## src/rtl/sercmd_pkg.sv

```systemverilog
package sercmd_pkg;
  localparam int ADR_W    = 5;
  localparam int LEN_W    = 9;
  localparam int MAX_DATA = 256;
  localparam int CTRL_W   = 8;
  localparam int SETUP_W  = 16;
  localparam int RES_W    = 16;
  localparam int ACCUM_W  = 24;
  localparam int WAVE_W   = MAX_DATA;
  localparam int HDR_BITS = 8;

  localparam logic [ADR_W-1:0] A_CTRL   = 5'h01;
  localparam logic [ADR_W-1:0] A_SETUP  = 5'h02;
  localparam logic [ADR_W-1:0] A_RESULT = 5'h03;
  localparam logic [ADR_W-1:0] A_ACCUM  = 5'h04;
  localparam logic [ADR_W-1:0] A_WAVE   = 5'h05;

  typedef enum logic [2:0] {
    CLS_IDLE, CLS_ZERO, CLS_CONV, CLS_DAC, CLS_REG
  } cls_e;

  function automatic logic [LEN_W-1:0] data_len(input logic [ADR_W-1:0] a);
    case (a)
      A_CTRL:   data_len = LEN_W'(CTRL_W);
      A_SETUP:  data_len = LEN_W'(SETUP_W);
      A_RESULT: data_len = LEN_W'(RES_W);
      A_ACCUM:  data_len = LEN_W'(ACCUM_W);
      A_WAVE:   data_len = LEN_W'(WAVE_W);
      default:  data_len = LEN_W'(8);
    endcase
  endfunction
endpackage

```

## src/rtl/sercmd_sync.sv

```systemverilog
module sercmd_sync #(
  parameter int W = 3,
  parameter int STAGES = 2,
  parameter logic [W-1:0] RST_VAL = '0
) (
  input  logic         clk,
  input  logic         rst_n,
  input  logic [W-1:0] d,
  output logic [W-1:0] q
);
  logic [W-1:0] stg [STAGES];

  always_ff @(posedge clk or negedge rst_n) begin
    if (!rst_n) begin
      for (int i = 0; i < STAGES; i++) stg[i] <= RST_VAL;
    end else begin
      stg[0] <= d;
      for (int i = 1; i < STAGES; i++) stg[i] <= stg[i-1];
    end
  end

  assign q = stg[STAGES-1];
endmodule

```

## src/rtl/sercmd_decoder.sv

```systemverilog
module sercmd_decoder
  import sercmd_pkg::*;
#(
  parameter int DAC_W  = 12,
  parameter int MUX_W  = 4,
  parameter int GAIN_W = 2
) (
  input  logic                 clk,
  input  logic                 rst_n,
  input  logic                 cs_n_s,
  input  logic                 sclk_s,
  input  logic                 din_s,
  output logic                 sclk_fall,
  output logic                 go_conv,
  output logic [MUX_W-1:0]     cmux_nx,
  output logic [GAIN_W-1:0]    cgain_nx,
  output logic                 cbip_nx,
  output logic                 wr_dac,
  output logic                 wr_ch,
  output logic                 wr_reg,
  output logic [ADR_W-1:0]     wr_adr,
  output logic [MAX_DATA-1:0]  wr_data,
  output logic                 rd_load,
  output logic                 rd_dac,
  output logic                 rd_ch,
  output logic [ADR_W-1:0]     rd_adr
);
  localparam int CONV_LEN = 2 + MUX_W + GAIN_W;
  localparam int DAC_LEN  = 4 + DAC_W;
  localparam int HDR_W    = (CONV_LEN > HDR_BITS) ? CONV_LEN : HDR_BITS;
  localparam logic [LEN_W-1:0] C_RW   = LEN_W'(2);
  localparam logic [LEN_W-1:0] C_CH   = LEN_W'(3);
  localparam logic [LEN_W-1:0] C_HDR  = LEN_W'(HDR_BITS - 1);
  localparam logic [LEN_W-1:0] C_CONV = LEN_W'(CONV_LEN - 1);
  localparam logic [LEN_W-1:0] C_DAC  = LEN_W'(DAC_LEN - 1);

  logic                sclk_d;
  logic [LEN_W-1:0]    cnt_q, cnt_nx;
  cls_e                cls_q, cls_nx;
  logic                rw_q, rw_nx, ch_q, ch_nx, done_q, done_nx;
  logic [ADR_W-1:0]    adr_q, adr_nx;
  logic [LEN_W-1:0]    len_q, len_nx;
  logic [HDR_W-1:0]    hdr_q, hdr_nx, hdr_sh;
  logic [MAX_DATA-1:0] rx_q, rx_nx, rx_sh;
  logic                sclk_rise;

  assign sclk_rise = sclk_s & ~sclk_d & ~cs_n_s;
  assign sclk_fall = ~sclk_s & sclk_d & ~cs_n_s;
  assign hdr_sh    = {hdr_q[HDR_W-2:0], din_s};
  assign rx_sh     = {rx_q[MAX_DATA-2:0], din_s};

  assign cmux_nx  = hdr_sh[CONV_LEN-2 -: MUX_W];
  assign cgain_nx = hdr_sh[GAIN_W:1];
  assign cbip_nx  = hdr_sh[0];
  assign wr_ch    = ch_q;
  assign wr_adr   = adr_q;
  assign wr_data  = rx_sh;
  assign rd_dac   = (cls_q == CLS_DAC);
  assign rd_ch    = din_s;
  assign rd_adr   = hdr_sh[ADR_W-1:0];

  always_comb begin
    cnt_nx = cnt_q;  cls_nx = cls_q;  rw_nx = rw_q;  ch_nx = ch_q;
    adr_nx = adr_q;  len_nx = len_q;  done_nx = done_q;
    hdr_nx = hdr_q;  rx_nx = rx_q;
    go_conv = 1'b0;  wr_dac = 1'b0;  wr_reg = 1'b0;  rd_load = 1'b0;
    if (cs_n_s) begin
      cnt_nx  = '0;
      cls_nx  = CLS_IDLE;
      done_nx = 1'b0;
    end else if (sclk_rise && !done_q) begin
      cnt_nx = cnt_q + 1'b1;
      hdr_nx = hdr_sh;
      rx_nx  = rx_sh;
      case (cls_q)
        CLS_IDLE: cls_nx = din_s ? CLS_CONV : CLS_ZERO;
        CLS_ZERO: cls_nx = din_s ? CLS_DAC : CLS_REG;
        CLS_CONV: begin
          if (cnt_q == C_CONV) begin
            go_conv = 1'b1;
            done_nx = 1'b1;
          end
        end
        CLS_DAC: begin
          if (cnt_q == C_RW) rw_nx = din_s;
          if (cnt_q == C_CH) begin
            ch_nx   = din_s;
            rd_load = rw_q;
          end
          if (cnt_q == C_DAC) begin
            wr_dac  = ~rw_q;
            done_nx = 1'b1;
          end
        end
        CLS_REG: begin
          if (cnt_q == C_RW) rw_nx = din_s;
          if (cnt_q == C_HDR) begin
            adr_nx  = hdr_sh[ADR_W-1:0];
            len_nx  = data_len(hdr_sh[ADR_W-1:0]);
            rd_load = rw_q;
          end
          if (cnt_q > C_HDR && cnt_q == len_q + C_HDR) begin
            wr_reg  = ~rw_q;
            done_nx = 1'b1;
          end
        end
        default: cls_nx = CLS_IDLE;
      endcase
    end
  end

  always_ff @(posedge clk or negedge rst_n) begin
    if (!rst_n) begin
      sclk_d <= 1'b0;  cnt_q <= '0;  cls_q <= CLS_IDLE;
      rw_q <= 1'b0;    ch_q <= 1'b0; done_q <= 1'b0;
      adr_q <= '0;     len_q <= '0;  hdr_q <= '0;  rx_q <= '0;
    end else begin
      sclk_d <= sclk_s;  cnt_q <= cnt_nx;  cls_q <= cls_nx;
      rw_q <= rw_nx;     ch_q <= ch_nx;    done_q <= done_nx;
      adr_q <= adr_nx;   len_q <= len_nx;  hdr_q <= hdr_nx;  rx_q <= rx_nx;
    end
  end
endmodule

```

## src/rtl/sercmd_regs.sv

```systemverilog
module sercmd_regs
  import sercmd_pkg::*;
#(
  parameter int DAC_W  = 12,
  parameter int MUX_W  = 4,
  parameter int GAIN_W = 2
) (
  input  logic                clk,
  input  logic                rst_n,
  input  logic                go_conv,
  input  logic [MUX_W-1:0]    cmux_nx,
  input  logic [GAIN_W-1:0]   cgain_nx,
  input  logic                cbip_nx,
  input  logic                wr_dac,
  input  logic                wr_ch,
  input  logic                wr_reg,
  input  logic [ADR_W-1:0]    wr_adr,
  input  logic [MAX_DATA-1:0] wr_data,
  input  logic                rd_dac,
  input  logic                rd_ch,
  input  logic [ADR_W-1:0]    rd_adr,
  input  logic [DAC_W-1:0]    adc_result,
  output logic [MAX_DATA-1:0] rd_word,
  output logic                conv_start,
  output logic [MUX_W-1:0]    conv_mux,
  output logic [GAIN_W-1:0]   conv_gain,
  output logic                conv_bip,
  output logic [DAC_W-1:0]    dac_a,
  output logic [DAC_W-1:0]    dac_b,
  output logic                dac_load_a,
  output logic                dac_load_b
);
  localparam int NCH = 2;

  logic [CTRL_W-1:0]  ctrl_q;
  logic [SETUP_W-1:0] setup_q;
  logic [ACCUM_W-1:0] accum_q;
  logic [WAVE_W-1:0]  wave_q;
  logic [DAC_W-1:0]   dac_q  [NCH];
  logic [NCH-1:0]     load_q;

  always_ff @(posedge clk or negedge rst_n) begin
    if (!rst_n) begin
      ctrl_q <= '0;  setup_q <= '0;  accum_q <= '0;  wave_q <= '0;
    end else if (wr_reg) begin
      if (wr_adr == A_CTRL)  ctrl_q  <= wr_data[CTRL_W-1:0];
      if (wr_adr == A_SETUP) setup_q <= wr_data[SETUP_W-1:0];
      if (wr_adr == A_ACCUM) accum_q <= wr_data[ACCUM_W-1:0];
      if (wr_adr == A_WAVE)  wave_q  <= wr_data[WAVE_W-1:0];
    end
  end

  always_ff @(posedge clk or negedge rst_n) begin
    if (!rst_n) begin
      conv_start <= 1'b0;  conv_mux <= '0;  conv_gain <= '0;  conv_bip <= 1'b0;
    end else begin
      conv_start <= go_conv;
      if (go_conv) begin
        conv_mux  <= cmux_nx;
        conv_gain <= cgain_nx;
        conv_bip  <= cbip_nx;
      end
    end
  end

  for (genvar c = 0; c < NCH; c++) begin : g_dac
    logic hit;
    assign hit = wr_dac && (wr_ch == c[0]);
    always_ff @(posedge clk or negedge rst_n) begin
      if (!rst_n) begin
        dac_q[c]  <= '0;
        load_q[c] <= 1'b0;
      end else begin
        load_q[c] <= hit;
        if (hit) dac_q[c] <= wr_data[DAC_W-1:0];
      end
    end
  end

  assign dac_a      = dac_q[0];
  assign dac_b      = dac_q[1];
  assign dac_load_a = load_q[0];
  assign dac_load_b = load_q[1];

  always_comb begin
    rd_word = '0;
    if (rd_dac) begin
      rd_word[MAX_DATA-1 -: DAC_W] = dac_q[rd_ch];
    end else begin
      case (rd_adr)
        A_CTRL:   rd_word[MAX_DATA-1 -: CTRL_W]  = ctrl_q;
        A_SETUP:  rd_word[MAX_DATA-1 -: SETUP_W] = setup_q;
        A_RESULT: rd_word[MAX_DATA-1 -: RES_W]   = RES_W'(adc_result);
        A_ACCUM:  rd_word[MAX_DATA-1 -: ACCUM_W] = accum_q;
        A_WAVE:   rd_word = wave_q;
        default:  rd_word = '0;
      endcase
    end
  end
endmodule

```

## src/rtl/sercmd_tx.sv

```systemverilog
module sercmd_tx #(
  parameter int W = 256
) (
  input  logic         clk,
  input  logic         rst_n,
  input  logic         cs_n_s,
  input  logic         fall,
  input  logic         load,
  input  logic [W-1:0] word,
  output logic         miso
);
  logic [W-1:0] tx_q, tx_nx;
  logic         miso_nx;

  always_comb begin
    tx_nx   = tx_q;
    miso_nx = miso;
    if (cs_n_s) begin
      tx_nx   = '0;
      miso_nx = 1'b0;
    end else if (load) begin
      tx_nx = word;
    end else if (fall) begin
      miso_nx = tx_q[W-1];
      tx_nx   = {tx_q[W-2:0], 1'b0};
    end
  end

  always_ff @(posedge clk or negedge rst_n) begin
    if (!rst_n) begin
      tx_q <= '0;
      miso <= 1'b0;
    end else begin
      tx_q <= tx_nx;
      miso <= miso_nx;
    end
  end
endmodule

```

## src/rtl/sercmd_port.sv

```systemverilog
module sercmd_port
  import sercmd_pkg::*;
#(
  parameter int DAC_W       = 12,
  parameter int MUX_W       = 4,
  parameter int GAIN_W      = 2,
  parameter int SYNC_STAGES = 2
) (
  input  logic              clk,
  input  logic              rst_n,
  input  logic              cs_n,
  input  logic              sclk,
  input  logic              mosi,
  output logic              miso,
  input  logic [DAC_W-1:0]  adc_result,
  output logic              conv_start,
  output logic [MUX_W-1:0]  conv_mux,
  output logic [GAIN_W-1:0] conv_gain,
  output logic              conv_bip,
  output logic [DAC_W-1:0]  dac_a,
  output logic [DAC_W-1:0]  dac_b,
  output logic              dac_load_a,
  output logic              dac_load_b
);
  logic [2:0]          pins_s;
  logic                cs_n_s, sclk_s, din_s, sclk_fall;
  logic                go_conv, wr_dac, wr_ch, wr_reg, rd_load, rd_dac, rd_ch, cbip_nx;
  logic [MUX_W-1:0]    cmux_nx;
  logic [GAIN_W-1:0]   cgain_nx;
  logic [ADR_W-1:0]    wr_adr, rd_adr;
  logic [MAX_DATA-1:0] wr_data, rd_word;

  sercmd_sync #(.W(3), .STAGES(SYNC_STAGES), .RST_VAL(3'b100)) i_sync (
    .clk(clk), .rst_n(rst_n), .d({cs_n, sclk, mosi}), .q(pins_s));

  assign {cs_n_s, sclk_s, din_s} = pins_s;

  sercmd_decoder #(.DAC_W(DAC_W), .MUX_W(MUX_W), .GAIN_W(GAIN_W)) i_dec (
    .clk(clk), .rst_n(rst_n), .cs_n_s(cs_n_s), .sclk_s(sclk_s), .din_s(din_s),
    .sclk_fall(sclk_fall), .go_conv(go_conv), .cmux_nx(cmux_nx),
    .cgain_nx(cgain_nx), .cbip_nx(cbip_nx), .wr_dac(wr_dac), .wr_ch(wr_ch),
    .wr_reg(wr_reg), .wr_adr(wr_adr), .wr_data(wr_data), .rd_load(rd_load),
    .rd_dac(rd_dac), .rd_ch(rd_ch), .rd_adr(rd_adr));

  sercmd_regs #(.DAC_W(DAC_W), .MUX_W(MUX_W), .GAIN_W(GAIN_W)) i_regs (
    .clk(clk), .rst_n(rst_n), .go_conv(go_conv), .cmux_nx(cmux_nx),
    .cgain_nx(cgain_nx), .cbip_nx(cbip_nx), .wr_dac(wr_dac), .wr_ch(wr_ch),
    .wr_reg(wr_reg), .wr_adr(wr_adr), .wr_data(wr_data), .rd_dac(rd_dac),
    .rd_ch(rd_ch), .rd_adr(rd_adr), .adc_result(adc_result), .rd_word(rd_word),
    .conv_start(conv_start), .conv_mux(conv_mux), .conv_gain(conv_gain),
    .conv_bip(conv_bip), .dac_a(dac_a), .dac_b(dac_b),
    .dac_load_a(dac_load_a), .dac_load_b(dac_load_b));

  sercmd_tx #(.W(MAX_DATA)) i_tx (
    .clk(clk), .rst_n(rst_n), .cs_n_s(cs_n_s), .fall(sclk_fall),
    .load(rd_load), .word(rd_word), .miso(miso));
endmodule

```

## config.mk

```make
export PLATFORM = sky130hd
export DESIGN_NAME = sercmd_port
export DESIGN_NICKNAME = d
export VERILOG_FILES = /design/src/rtl/sercmd_pkg.sv /design/src/rtl/sercmd_sync.sv /design/src/rtl/sercmd_decoder.sv /design/src/rtl/sercmd_regs.sv /design/src/rtl/sercmd_tx.sv /design/src/rtl/sercmd_port.sv
export SDC_FILE = /design/constraint.sdc
export NUM_CORES = 2
export LEC_CHECK = 0
export BUFFER_PORTS_ARGS = -buffer_cell sky130_fd_sc_hd__buf_2
export CORE_ASPECT_RATIO = 2
export CORE_MARGIN = 1
export CORE_UTILIZATION = 45
export DETAILED_ROUTE_END_ITERATION = 6
export HOLD_SLACK_MARGIN = 0.1
export SYNTH_ARGS = -nofsm -noshare
export SYNTH_HDL_FRONTEND = slang
export SYNTH_SLANG_ARGS = --single-unit
```

## constraint.sdc

```tcl
create_clock -name clk -period 3 [get_ports clk]
set_clock_uncertainty 0.05 [all_clocks]
set_input_delay 0.6 -clock clk [delete_from_list [all_inputs] [get_ports clk]]
set_output_delay 0.6 -clock clk [all_outputs]
set_load 0.03 [all_outputs]
```

==> summary.md <==
| Metric | Value |
|---|---|
| Status | `finished, final reports clean` |
| Slowest cell delay on critical path | `around 0.6 ns` |
| Crit Path Class | `flop to flop` |
| Setup TNS | `0 ns` |
| Commonest non-fill, non-tap cell in the layout | `nand2_1` |
| Initial DRT Pass Iterations | `5` |
| Slew HR | `0.451` |
| Pleak | `21.0 nW` |
| Placed instance area | `0.0378 mm2` |
| Cell Pwr Density | `approximately 600 mW/mm2` |
| Fmax achieved | `roughly 370 MHz` |
| CP max FO | `112` |
| Net switching power | `approximately 5.4 mW` |
| Hpwl dp | `~49000 um` |
| Slew @ Worst Pin | `0.823 ns` |
| EDFF count, synth | `0` |
| Crit-path cells | `or4b_4 > nor4_4 > nand3_4 > buf_12 > mux2_1` |
| Post-CTS setup buffers | `0` |
| Initial cell density of the core | `0.456` |
| Seq cells post-synth | `880` |
| Final worst slack | `between 0.3 and 0.4 ns` |
| Max cap viols | `0` |
| Avg WL per Cell | `between 15 and 20 um` |
| Vias | `approximately 25000` |
| Cell Rows | `roughly 150` |
| Residual DRC count | `0` |
| Core Area | `just under 0.08 mm2` |
| Largest net degree at the start of global routing | `146` |
| Syn Area/Cell | `approximately 10 um2` |
| Global routing usage on met2 | `0.386` |
| Initial antenna violation count | `0` |
| Inserted Diodes | `0` |
| Most frequent cells in the layout | `1066 x nand2_1, 877 x dfrtp_1, 703 x nand3_1` |
| HP Class | `flop to flop` |
| Die W | `between 200 and 250 um` |
| CP arrival | `about 3.2 ns` |
| Post-Syn Area | `around 0.036 mm2` |
| Final Hold Vio Count | `0` |
| Final net count | `3479` |
| Vias/cell | `between 5 and 6` |
| Overflow after GRT | `0` |
| Die Area | `0.0815 mm2` |
| Cell Int Power | `roughly 19 mW` |
| Multi-input gate area | `about 0.013 mm2` |
| Final RePlAce weighted congestion | `slightly below 0.8` |
| I/O pins | `52` |
| Storage cell area | `between 0.02 and 0.025 mm2` |
| Most used DFF post-synth | `dfrtp_1` |
| Post-synthesis sequential area ratio | `0.609` |
| Count of different cell masters after synthesis | `57` |
| # H-tree levels | `3` |
| CTS Sinks | `880` |
| Met3 usage | `0.0302` |
| RSZ-0062 raised after global routing | `false` |
| Worst setup EP type | `flop` |
| Final period util | `0.895` |
| Setup violators final | `0` |
| GR peak layer | `met2` |
| Worst setup SP type | `flop` |
| Area Overhead vs Synth | `12.9%` |
| Worst-skew pair later-pin latency | `~0.66 ns` |
| Clk buf depth | `3` |
| Synthesized net count | `roughly 3500` |
| Antenna violation net count after detailed routing | `0` |
| Reg power frac | `0.493` |
| Max Slew Vio Count | `0` |
| Total Routing Usage GR | `0.215` |
| 1st-iter DRT viols | `~1400` |
| Vias in the first global route | `roughly 27000` |
| Share of cells above drive strength 1 | `0.175` |
| Total Routed Length | `between 80000 and 90000 um` |
| Post-place setup slack | `between 0.4 and 0.5 ns` |
| Post-layout minimum cycle time | `between 2 and 3 ns` |
| Hold_ws | `0.300 ns` |
| First-pass GRT wire length | `roughly 140000 um` |
| Fill count | `about 7200` |
| Synth async-reset ratio | `1.00` |
| I/O Buffers | `a little over 50` |
| Synth Instances | `~3500` |
| Die Ht | `403 um` |
| CP max-delay cell | `or4b_4` |
| Gate power share | `0.038` |
| Root Driver | `clkbuf_16` |
| Final Cell Area | `0.0408 mm2` |
| Worst VDD drop | `331 uV` |
| Synth warnings | `0` |
| CTS tree | `built` |
| Clock slew at reported path FFs | `~0.070 ns` |
| Sw Share | `0.222` |
| TritonCTS Buffers | `78` |
| Grt met1 use | `0.261` |
| Clock Power Share | `0.468` |
| Overall power | `about 24 mW` |
| CP Data Required Time | `about 3.5 ns` |
-- critical path, delay by kind of cell, from the launching register on --
kind | cells | cell delay [ns]
simple gates | 3 | 1.22
mux | 1 | 0.43
flops | 1 | 0.42
buf+inv | 1 | 0.27
-- metrics by stage --
step | utilization | cells
final | 0.515 | 4558
after global routing | 0.515 | 4558
after CTS | 0.515 | 4558
after detailed placement | 0.477 | 4412
after global placement | 0.477 | 4412
after floorplan | - | 3489
-- repair_timing --
item	CTS	global route
endpoints found under the setup margin	0	0
resized for setup	0	0
hold buffers	4	0
hold endpoints to repair	43	0
-- power groups by stage --
| stage | sequential (mW) | combinational (mW) | clock, mW |
|---|---|---|---|
| floorplan | 12.1 | 0.380 | 0 |
| global placement | 12.2 | 0.951 | 0 |
| detailed placement | 12.2 | 0.953 | 0 |
| CTS | 12.0 | 0.959 | 11.7 |
| global route | 12.0 | 1.03 | 12.1 |
| finish | 12.0 | 0.932 | 11.4 |
-- registers in the layout (all words and copies together) (netlist names), 3 cells and up --
name and count:
i_regs.wave_q 256, i_dec.cls_q 3, i_regs.accum_q 24, i_sync.q 3, i_dec.len_q 3, i_regs.conv_mux 4
i_regs.ctrl_q 8, i_regs.setup_q 16, i_regs.dac_a 12, i_sync.stg 3, i_dec.rx_q 255, i_tx.tx_q 256
i_dec.wr_adr 5, i_dec.cnt_q 9, i_regs.dac_b 12
-- metal layers --
| metal | up-vias | wire [um] |
|---|---|---|
| met5 | - | 0 |
| met4 | 0 | 2260 |
| met3 | 124 | 2400 |
| met2 | 333 | 44700 |
| met1 | 13000 | 34900 |
| li1 | 11700 | - |
-- worst paths after layout --
path	startpoint	endpoint	slack, ns	cells past startpoint
max	i_dec.sclk_d	i_regs.wave_q[124]	0.31	5
min	i_sync.stg[3]	i_sync.q[0]	0.30	0
max reg2reg	i_dec.sclk_d	i_regs.wave_q[124]	0.31	5
min reg2reg	i_sync.stg[3]	i_sync.q[0]	0.30	0
max in group asynchronous	rst_n	i_dec.rx_q[197]	1.48	4
min in group asynchronous	rst_n	i_regs.accum_q[7]	0.35	2
-- logic make-up after synthesis --
logic type      after synthesis  synth area share
xor+xnor                      6           0.00145
simple gates               1851             0.222
mux                         368             0.114
compound gates              118            0.0223
fa+ha+maj                     2          0.000692
buf+inv                     264            0.0301
flops                       880             0.609
-- area by class of cell --
class,instances,area share
repair buffers,149,0.0355
clock buffers,106,0.0566
multi-input cells,2345,0.321
flip-flops and latches,880,0.540
well taps,1036,0.0318
clock inverters,36,0.0152
inverters,6,0.000552
-- synth_stat cells, types with 3 or more instances --
| master | count | share of area |
|---|---|---|
| nand2_1 | 1066 | 0.11 |
| dfrtp_1 | 878 | 0.61 |
| nand3_1 | 704 | 0.097 |
| mux2_2 | 321 | 0.10 |
| clkbuf_1 | 182 | 0.019 |
| buf_2 | 49 | 0.0068 |
| mux2_1 | 30 | 0.0093 |
| buf_1 | 22 | 0.0023 |
| o21ai_0 | 22 | 0.0030 |
| a21oi_1 | 20 | 0.0028 |
| nor2_1 | 19 | 0.0020 |
| mux2i_1 | 17 | 0.0047 |
| a211o_1 | 12 | 0.0029 |
| a22oi_1 | 12 | 0.0025 |
| o21ai_1 | 10 | 0.0014 |
| or3_1 | 10 | 0.0017 |
| nor3_1 | 9 | 0.0012 |
| nor2b_1 | 8 | 0.0014 |
| a211oi_1 | 6 | 0.0012 |
| a221oi_1 | 6 | 0.0015 |
| inv_1 | 6 | 0.00062 |
| nor3b_1 | 6 | 0.0012 |
| a31oi_1 | 5 | 0.00087 |
| nand4_1 | 5 | 0.00087 |
| a222oi_1 | 4 | 0.0011 |
| a22o_1 | 4 | 0.00097 |
| and2_1 | 4 | 0.00069 |
| buf_6 | 4 | 0.0012 |
| nand3b_1 | 4 | 0.00083 |
| xnor2_1 | 4 | 0.00097 |
| a21o_1 | 3 | 0.00062 |
| a221o_1 | 3 | 0.00083 |
| a32oi_1 | 3 | 0.00073 |
| nor4_1 | 3 | 0.00052 |
Note: power is estimated with default switching activity, not from simulation.
